--- src/rtl/sng_pkg.sv ---
package sng_pkg;

    // Nonzero seed per channel, spread over the state space.
    function automatic int unsigned chan_seed(input int unsigned ch, input int unsigned w);
        int unsigned span;
        span = (32'd1 << w) - 32'd1;
        return ((ch * 32'd43 + 32'd17) % span) + 32'd1;
    endfunction

    // Bit rotation applied to the generator state before comparison.
    function automatic int unsigned chan_rot(input int unsigned ch, input int unsigned w);
        return (ch * 32'd3) % w;
    endfunction

endpackage

--- src/rtl/sng_lfsr.sv ---
module sng_lfsr #(
    parameter int unsigned     W    = 10,
    parameter logic [W-1:0]    TAPS = 10'h240,
    parameter logic [W-1:0]    SEED = 10'h011
) (
    input  logic         clk,
    input  logic         rst_n,
    input  logic         load_i,
    input  logic         step_i,
    output logic [W-1:0] state_o
);

    logic [W-1:0] st_d, st_q;
    logic         fb;

    always_comb begin
        // Extra term at the all-but-MSB-zero states splices the zero state
        // into the cycle, giving a full 2^W period.
        fb   = (^(st_q & TAPS)) ^ (st_q[W-2:0] == '0);
        st_d = st_q;
        if (load_i) begin
            st_d = SEED;
        end else if (step_i) begin
            st_d = {st_q[W-2:0], fb};
        end
    end

    always_ff @(posedge clk or negedge rst_n) begin
        if (!rst_n) begin
            st_q <= SEED;
        end else begin
            st_q <= st_d;
        end
    end

    assign state_o = st_q;

    // the sequence never stalls on a state while stepping
    a_r3_no_stall: assert property (@(posedge clk) disable iff (!rst_n)
        (step_i && !load_i) |=> (st_q != $past(st_q)));

    // the zero state is left toward state one, closing the full cycle
    a_r3_zero_exit: assert property (@(posedge clk) disable iff (!rst_n)
        (step_i && !load_i && st_q == '0) |=> (st_q == W'(1)));

endmodule

--- src/rtl/sng_chan.sv ---
module sng_chan #(
    parameter int unsigned W   = 10,
    parameter int unsigned ROT = 0
) (
    input  logic [W-1:0] rnd_i,
    input  logic [W:0]   val_i,
    input  logic         en_i,
    output logic         bit_o
);

    logic [W-1:0] rnd_rot;

    generate
        if (ROT == 0) begin : g_plain
            assign rnd_rot = rnd_i;
        end else begin : g_rot
            assign rnd_rot = {rnd_i[W-1-ROT:0], rnd_i[W-1:W-ROT]};
        end
    endgenerate

    assign bit_o = en_i && ({1'b0, rnd_rot} < val_i);

endmodule

--- src/rtl/sng_bank.sv ---
module sng_bank #(
    parameter int unsigned  NCH  = 4,
    parameter int unsigned  W    = 10,
    parameter logic [W-1:0] TAPS = 10'h240
) (
    input  logic                 clk,
    input  logic                 rst_n,
    input  logic                 start_i,
    input  logic [NCH*(W+1)-1:0] val_i,
    output logic                 active_o,
    output logic [NCH-1:0]       bits_o
);

    localparam int unsigned VW  = W + 1;
    localparam int unsigned WIN = 1 << W;

    typedef struct packed {
        logic                  active;
        logic [W-1:0]          cnt;
        logic [NCH*VW-1:0]     vals;
    } bank_st_t;

    bank_st_t st_d, st_q;

    always_comb begin
        st_d = st_q;
        if (start_i) begin
            st_d.active = 1'b1;
            st_d.cnt    = '0;
            st_d.vals   = val_i;
        end else if (st_q.active) begin
            st_d.cnt = st_q.cnt + W'(1);
            if (st_q.cnt == '1) begin
                st_d.active = 1'b0;
            end
        end
    end

    always_ff @(posedge clk or negedge rst_n) begin
        if (!rst_n) begin
            st_q <= '0;
        end else begin
            st_q <= st_d;
        end
    end

    assign active_o = st_q.active;

    generate
        for (genvar g = 0; g < NCH; g++) begin : g_ch
            localparam logic [W-1:0]  SEED_G = W'(sng_pkg::chan_seed(g, W));
            localparam int unsigned   ROT_G  = sng_pkg::chan_rot(g, W);
            logic [W-1:0] rnd;
            logic [VW-1:0] val_g;

            assign val_g = st_q.vals[g*VW +: VW];

            sng_lfsr #(.W(W), .TAPS(TAPS), .SEED(SEED_G)) i_lfsr (
                .clk     (clk),
                .rst_n   (rst_n),
                .load_i  (start_i),
                .step_i  (st_q.active),
                .state_o (rnd)
            );

            sng_chan #(.W(W), .ROT(ROT_G)) i_chan (
                .rnd_i (rnd),
                .val_i (val_g),
                .en_i  (st_q.active),
                .bit_o (bits_o[g])
            );

            // a zero value never produces a one
            a_r5_zero_silent: assert property (@(posedge clk) disable iff (!rst_n)
                (active_o && val_g == '0) |-> !bits_o[g]);

            // a full-scale value produces a one every cycle
            a_r4_full_on: assert property (@(posedge clk) disable iff (!rst_n)
                (active_o && val_g >= VW'(WIN)) |-> bits_o[g]);
        end
    endgenerate

    // a start pulse opens a window on the next cycle
    a_r2_start_opens: assert property (@(posedge clk) disable iff (!rst_n)
        start_i |=> active_o);

    // the window closes after its last count
    a_r2_window_end: assert property (@(posedge clk) disable iff (!rst_n)
        (active_o && st_q.cnt == '1 && !start_i) |=> !active_o);

    // captured values hold for the whole window
    a_r6_hold: assert property (@(posedge clk) disable iff (!rst_n)
        (active_o && !start_i) |=> $stable(st_q.vals));

    // no stream activity outside a window
    a_r8_idle_quiet: assert property (@(posedge clk) disable iff (!rst_n)
        !active_o |-> (bits_o == '0));

endmodule

--- config.mk ---
export PLATFORM = sky130hd
export DESIGN_NAME = sng_bank
export DESIGN_NICKNAME = d
export VERILOG_FILES = /design/src/rtl/sng_pkg.sv /design/src/rtl/sng_lfsr.sv /design/src/rtl/sng_chan.sv /design/src/rtl/sng_bank.sv
export SDC_FILE = /design/constraint.sdc
export NUM_CORES = 1
export LEC_CHECK = 0
export BUFFER_PORTS_ARGS = -buffer_cell sky130_fd_sc_hd__clkbuf_2
export CAP_MARGIN = 20
export CORE_ASPECT_RATIO = 1.25
export CORE_MARGIN = 3
export CORE_UTILIZATION = 39
export CTS_CLUSTER_SIZE = 10
export DETAILED_ROUTE_END_ITERATION = 7
export GPL_ROUTABILITY_DRIVEN = 0
export PLACE_DENSITY_LB_ADDON = 0.12
export SETUP_SLACK_MARGIN = 0.2
export SKIP_CTS_REPAIR_TIMING = 1
export SLEW_MARGIN = 10
export SYNTH_ARGS = -nofsm -noshare
export SYNTH_HDL_FRONTEND = slang
export SYNTH_SLANG_ARGS = --single-unit
--- constraint.sdc ---
create_clock -name clk -period 2.55 [get_ports clk]
set_clock_uncertainty 0.1 [all_clocks]
set_input_delay 0.51 -clock clk [delete_from_list [all_inputs] [get_ports clk]]
set_output_delay 0.51 -clock clk [all_outputs]
set_load 0.1 [all_outputs]
# Yosys cells after proc, flatten, opt, wreduce, memory -nomap -nowiden
# Cells that the tools add are included.
# word_totals
register_bits,95
in_bits,47
output_inout_bits,5
wordCells,41
# op_classes
n_addsub,1
magnitude_cmp,4
eq_ne,1
mux,11
bitwise_logic,4
reduce_logical,13
# ops
operator,count
$mux 10,8
$lt 10x11->1,4
$reduce_xor 10->1,4
$logic_not 9->1,4
$mux 11,2
$add 10x1->10 const B,1
$eq 10x10->1 const B,1
$logic_and 1x1->1,4
$xor 1x1->1,4
$reduce_bool 2->1,1
$mux 1,1

# Longest topological paths before layout
# logic_depth
ltp_word,4
depth_mapped,7
ltp_nobuf,6

# Hierarchy
# Synthesis repeated with hierarchy kept, for this count alone.
# unflattened
cells_unflattened,429
hier_area_um2,5009.8
# by_module_without_submodules
mod,n_inst,cells_each,area_each_um2,seq_area_each_um2
sng_bank,1,145,2162.1,1376.3
sng_chan,4,32,244.0,0.0
sng_lfsr at g_ch[3].i_lfsr,1,39,478.0,255.2
sng_lfsr at g_ch[1].i_lfsr,1,39,470.5,256.5
sng_lfsr at g_ch[2].i_lfsr,1,39,462.9,254.0
sng_lfsr at g_ch[0].i_lfsr,1,39,460.4,252.7

# Least setup slack after synthesis
# OpenSTA, ideal clock, no wires.
# synth_path
path_type,reg2out
startpoint,reg st_q (netlist bit active_o)
endpoint,out bits_o[0]
arrival_ps,1952
t_required_ps,1940
path_slack_ps,-12
path_stages_with_launch,6
n_path_buf,3
cell_sequence,dfrtp_1 > buf_2 > buf_2 > o21ai_1 > a21oi_1 > buf_4
# synth_via
elab_chain_cells,1
# synth_rtl
item,line_no,source
start: declaration,sng_bank.sv:23,"bank_st_t st_d, st_q;"
start signal: assignment,sng_bank.sv:43,st_q <= st_d;
$logic_and 1x1->1,sng_chan.sv:21,"assign bit_o = en_i && ({1'b0, rnd_rot} < val_i);"
end: declaration,sng_bank.sv:11,output logic [NCH-1:0] bits_o
# Every way passes these cells.

# Worst setup path after layout
# layout_path
startpoint,reg g_ch[0].i_lfsr.st_q[4]
endpoint,out bits_o[0]
# layout_via
elab_chain_cells,2
# layout_rtl
item,line_no,source
start: declaration,sng_lfsr.sv:13,"logic [W-1:0] st_d, st_q;"
start signal: assignment,sng_lfsr.sv:32,st_q <= st_d;
$lt 10x11->1,sng_chan.sv:21,
$logic_and 1x1->1,sng_chan.sv:21,
# Every way passes these cells.

==> reports/results.tsv <==
metric	value	unit
ys_seq_area_frac	0.502	
finalHoldViolations	0	
cp_slowest_cell	sky130_fd_sc_hd__dfstp_2	
die_area	0.0136	mm²
vias_per_std_cell	4.95	
critPathLaunch	g_ch[0].i_lfsr.state_o[4]$_DFFE_PN1P_	
share_comb_of_total_power	0.158	
cpLargestDelayFamily	compound AO/OA/AOI/OAI gates	
clock_sink_count	95	
power-per-cell-area	624	mW/mm²
synth-warning-count	0	
hold_slack	0.000142	ns
syn-instance-count	462	
clk_root_buffer_cell	sky130_fd_sc_hd__clkbuf_16	
crit_buf_inv	1	
startpoint_class	flop	
grt_first_pass_wirelength	15800	µm
cts-htree-levels	3	
clock_latency	0.34	ns
drt-wirelength-per-cell	13.6	µm
layout.nets	600	
power_switching	0.965	mW
ff2ff_setup_slack	0.71	ns
flow.area_growth_from_synthesis	20.7	%
mappedNetlistNets	546	
leakage	2.95	nW
row_count	44	
totalPowerFinal	3.59	mW
p_int	2.63	mW
outcome	completed	
detailed_place_hpwl	6380	µm
remaining_drc_errors	0	
grt_setup_unrepaired	yes	
final_max_slew_viol_count	0	
clock_tree_from_tritoncts	yes	
ys_flop_type	sky130_fd_sc_hd__dfrtp_1	
grt_antenna_before_repair	0	
num_antenna_cells	0	
numCtsBuffers	9	
endpoint_kind	primary output	
grt_start_max_net_pins	74	
seq_power_share	0.470	
least_margin_pin_slew	0.494	ns
crit-reg2reg-capture	st_q[49]$_DFFE_PN0P_	
cp_data_required_time	1.94	ns
mostFrequentLayoutCells	sky130_fd_sc_hd__dfrtp_1 (80), sky130_fd_sc_hd__nand2_1 (49), sky130_fd_sc_hd__clkbuf_2 (44), sky130_fd_sc_hd__o21ai_1 (43), sky130_fd_sc_hd__nor2_1 (38)	
number_of_global_route_vias_before_repair	3325	
grt.overflow.total	0	
fraction_of_registers_with_async_set_or_reset_after_synthesis	1.00	
worstRegToRegCells	4	
crit_path_max_incr_delay	0.56	ns
vias_after_detailed_routing	3375	
worst-path-max-fanout	2	
layout_worst_path_cycle_share	0.999	
flop_and_latch_count_out_of_synthesis	95	
maxClockFrequency	393	MHz
timing.max_slew.rel_slack	0.671	
max_cap_viol_count	0	
power.share.switching	0.269	
holdCritPathClass	in -> async	
crit_chain	ha_4 -> a211o_1 -> a21oi_2 -> o31ai_2 -> a21oi_2 -> buf_12	
mostFrequentLayoutCell	sky130_fd_sc_hd__dfrtp_1	
final_antenna_net_count	0	
crit_type	reg -> out	
avgSynthCellArea	10.3	µm²
final_period_minus_worst_setup_slack	2.55	ns
crit_cells	6	
register_area	0.00240	mm²
endpoint	bits_o[0]	
first_pass_iters	4	
post_synth_edffs	0	
die_height	130	µm
share_of_cells_above_drive_strength_1	0.238	
design.portCount	52	
core_region_area	0.0118	mm²
grt_usage	0.143	
yosysUniqueCellTypes	37	
irDropWorstVdd	0.000419	V
synth_area	0.00477	mm²
crit-reg2reg-launch	active_o$_DFF_PN0_	
cts.path.max_buffers	2	
drt_iter0_drc	132	
initial_core_utilization	0.405	
arrival	1.94	ns
buffer_ports.inserted	51	
clock_edge_transition_at_the_registers_on_the_reported_setup_and_hold_paths	0.06	ns
total_area_of_multi_input_combinational_cells	0.00224	mm²
finalWirelength	9300	µm
cpMostUsedCell	sky130_fd_sc_hd__a21oi_2	
report.final.setup_viol	0	
pwr-share-clk	0.373	
die-width	105	µm
fillers	1181	
==> kinds of logic (layout without fill, tap and decap cells) <==
family | after synthesis | count (layout) | share of synthesized area
AO/OA/AOI/OAI | 87 | 87 | 0.108
XOR/XNOR | 11 | 11 | 0.0202
adder cells (fa/ha/maj) | 37 | 37 | 0.0970
buffers and inverters | 63 | 122 | 0.0566
flip-flops | 95 | 95 | 0.502
multiplexers | 40 | 40 | 0.0860
AND/OR/NAND/NOR | 129 | 129 | 0.130
==> layer usage <==
layer / up-vias / part of all wire / GRT usage
met5: - / 0 / 0
met4: 0 / 0.017 / 0.0649
met3: 9 / 0.027 / 0.0257
met2: 36 / 0.49 / 0.233
met1: 1635 / 0.47 / 0.188
li1: 1695 / - / -
==> registers in the layout, summed over array words and instances (netlist names) <==
register / cells
g_ch.val_g: 44
st_q: 10
g_ch.i_lfsr.state_o: 40
active_o: 1
==> cell usage after synthesis, types with 5 or more instances <==
library cell	count	area [µm²]
sky130_fd_sc_hd__a211o_1	9	78.8
sky130_fd_sc_hd__a21oi_1	17	85.1
sky130_fd_sc_hd__and4b_1	5	50.1
sky130_fd_sc_hd__buf_2	15	75.1
sky130_fd_sc_hd__clkbuf_1	6	22.5
sky130_fd_sc_hd__dfrtp_1	81	2030
sky130_fd_sc_hd__dfstp_2	14	368
sky130_fd_sc_hd__ha_1	37	463
sky130_fd_sc_hd__inv_1	37	139
sky130_fd_sc_hd__mux2_1	8	90.1
sky130_fd_sc_hd__mux2i_1	32	320
sky130_fd_sc_hd__nand2_1	49	184
sky130_fd_sc_hd__nand4_1	7	43.8
sky130_fd_sc_hd__nor2_1	38	143
sky130_fd_sc_hd__nor4_1	6	37.5
sky130_fd_sc_hd__o21ai_1	43	215
sky130_fd_sc_hd__xnor2_1	5	43.8
sky130_fd_sc_hd__xor2_1	6	52.6
==> per-stage QoR <==
| stage | setup WS, ns | setup TNS (ns) | std cells | area (µm²) | utilization |
|---|---|---|---|---|---|
| after floorplan | 0.287 | 0 | 462 | 4770 | - |
| after global placement | 0.234 | 0 | 658 | 5280 | 0.448 |
| after detailed placement | 0.200 | 0 | 658 | 5280 | 0.448 |
| after CTS | -0.171 | -0.483 | 674 | 5570 | 0.473 |
| after global routing | -0.0703 | -0.194 | 682 | 5760 | 0.489 |
| final | 0.00283 | 0 | 682 | 5760 | 0.489 |
==> final cells by class <==
| class | instances | area share |
|---|---|---|
| well taps | 161 | 0.0350 |
| multi-input cells | 304 | 0.388 |
| inverters | 38 | 0.0248 |
| clock inverters | 7 | 0.0126 |
| clock buffers | 9 | 0.0391 |
| repair buffers | 68 | 0.0847 |
| flip-flops and latches | 95 | 0.416 |
==> power groups by stage <==
| stage | logic [mW] | clock network, mW | registers (mW) |
|---|---|---|---|
| 2_1_floorplan | 0.356 | 0 | 1.69 |
| 3_3_place_gp | 0.500 | 0 | 1.71 |
| 3_5_place_dp | 0.519 | 0 | 1.72 |
| 4_1_cts | 0.521 | 1.39 | 1.69 |
| 5_1_grt | 0.641 | 1.46 | 1.70 |
| 6_report | 0.566 | 1.34 | 1.69 |
==> worst min-delay path by stage <==
stage	slack, ns	startpoint	end
final	0.0001	rst_n	g_ch[3].i_lfsr.state_o[6]$_DFFE_PN0P_
after global placement	0.38	rst_n	g_ch[3].val_g[7]$_DFFE_PN0P_
after detailed placement	0.39	rst_n	g_ch[3].val_g[8]$_DFFE_PN0P_
after global routing	0.02	rst_n	g_ch[3].i_lfsr.state_o[6]$_DFFE_PN0P_
after floorplan	0.11	rst_n	active_o$_DFF_PN0_
after CTS	0.02	rst_n	g_ch[3].val_g[9]$_DFFE_PN0P_
No activity file was read; power rests on OpenSTA's default activity.
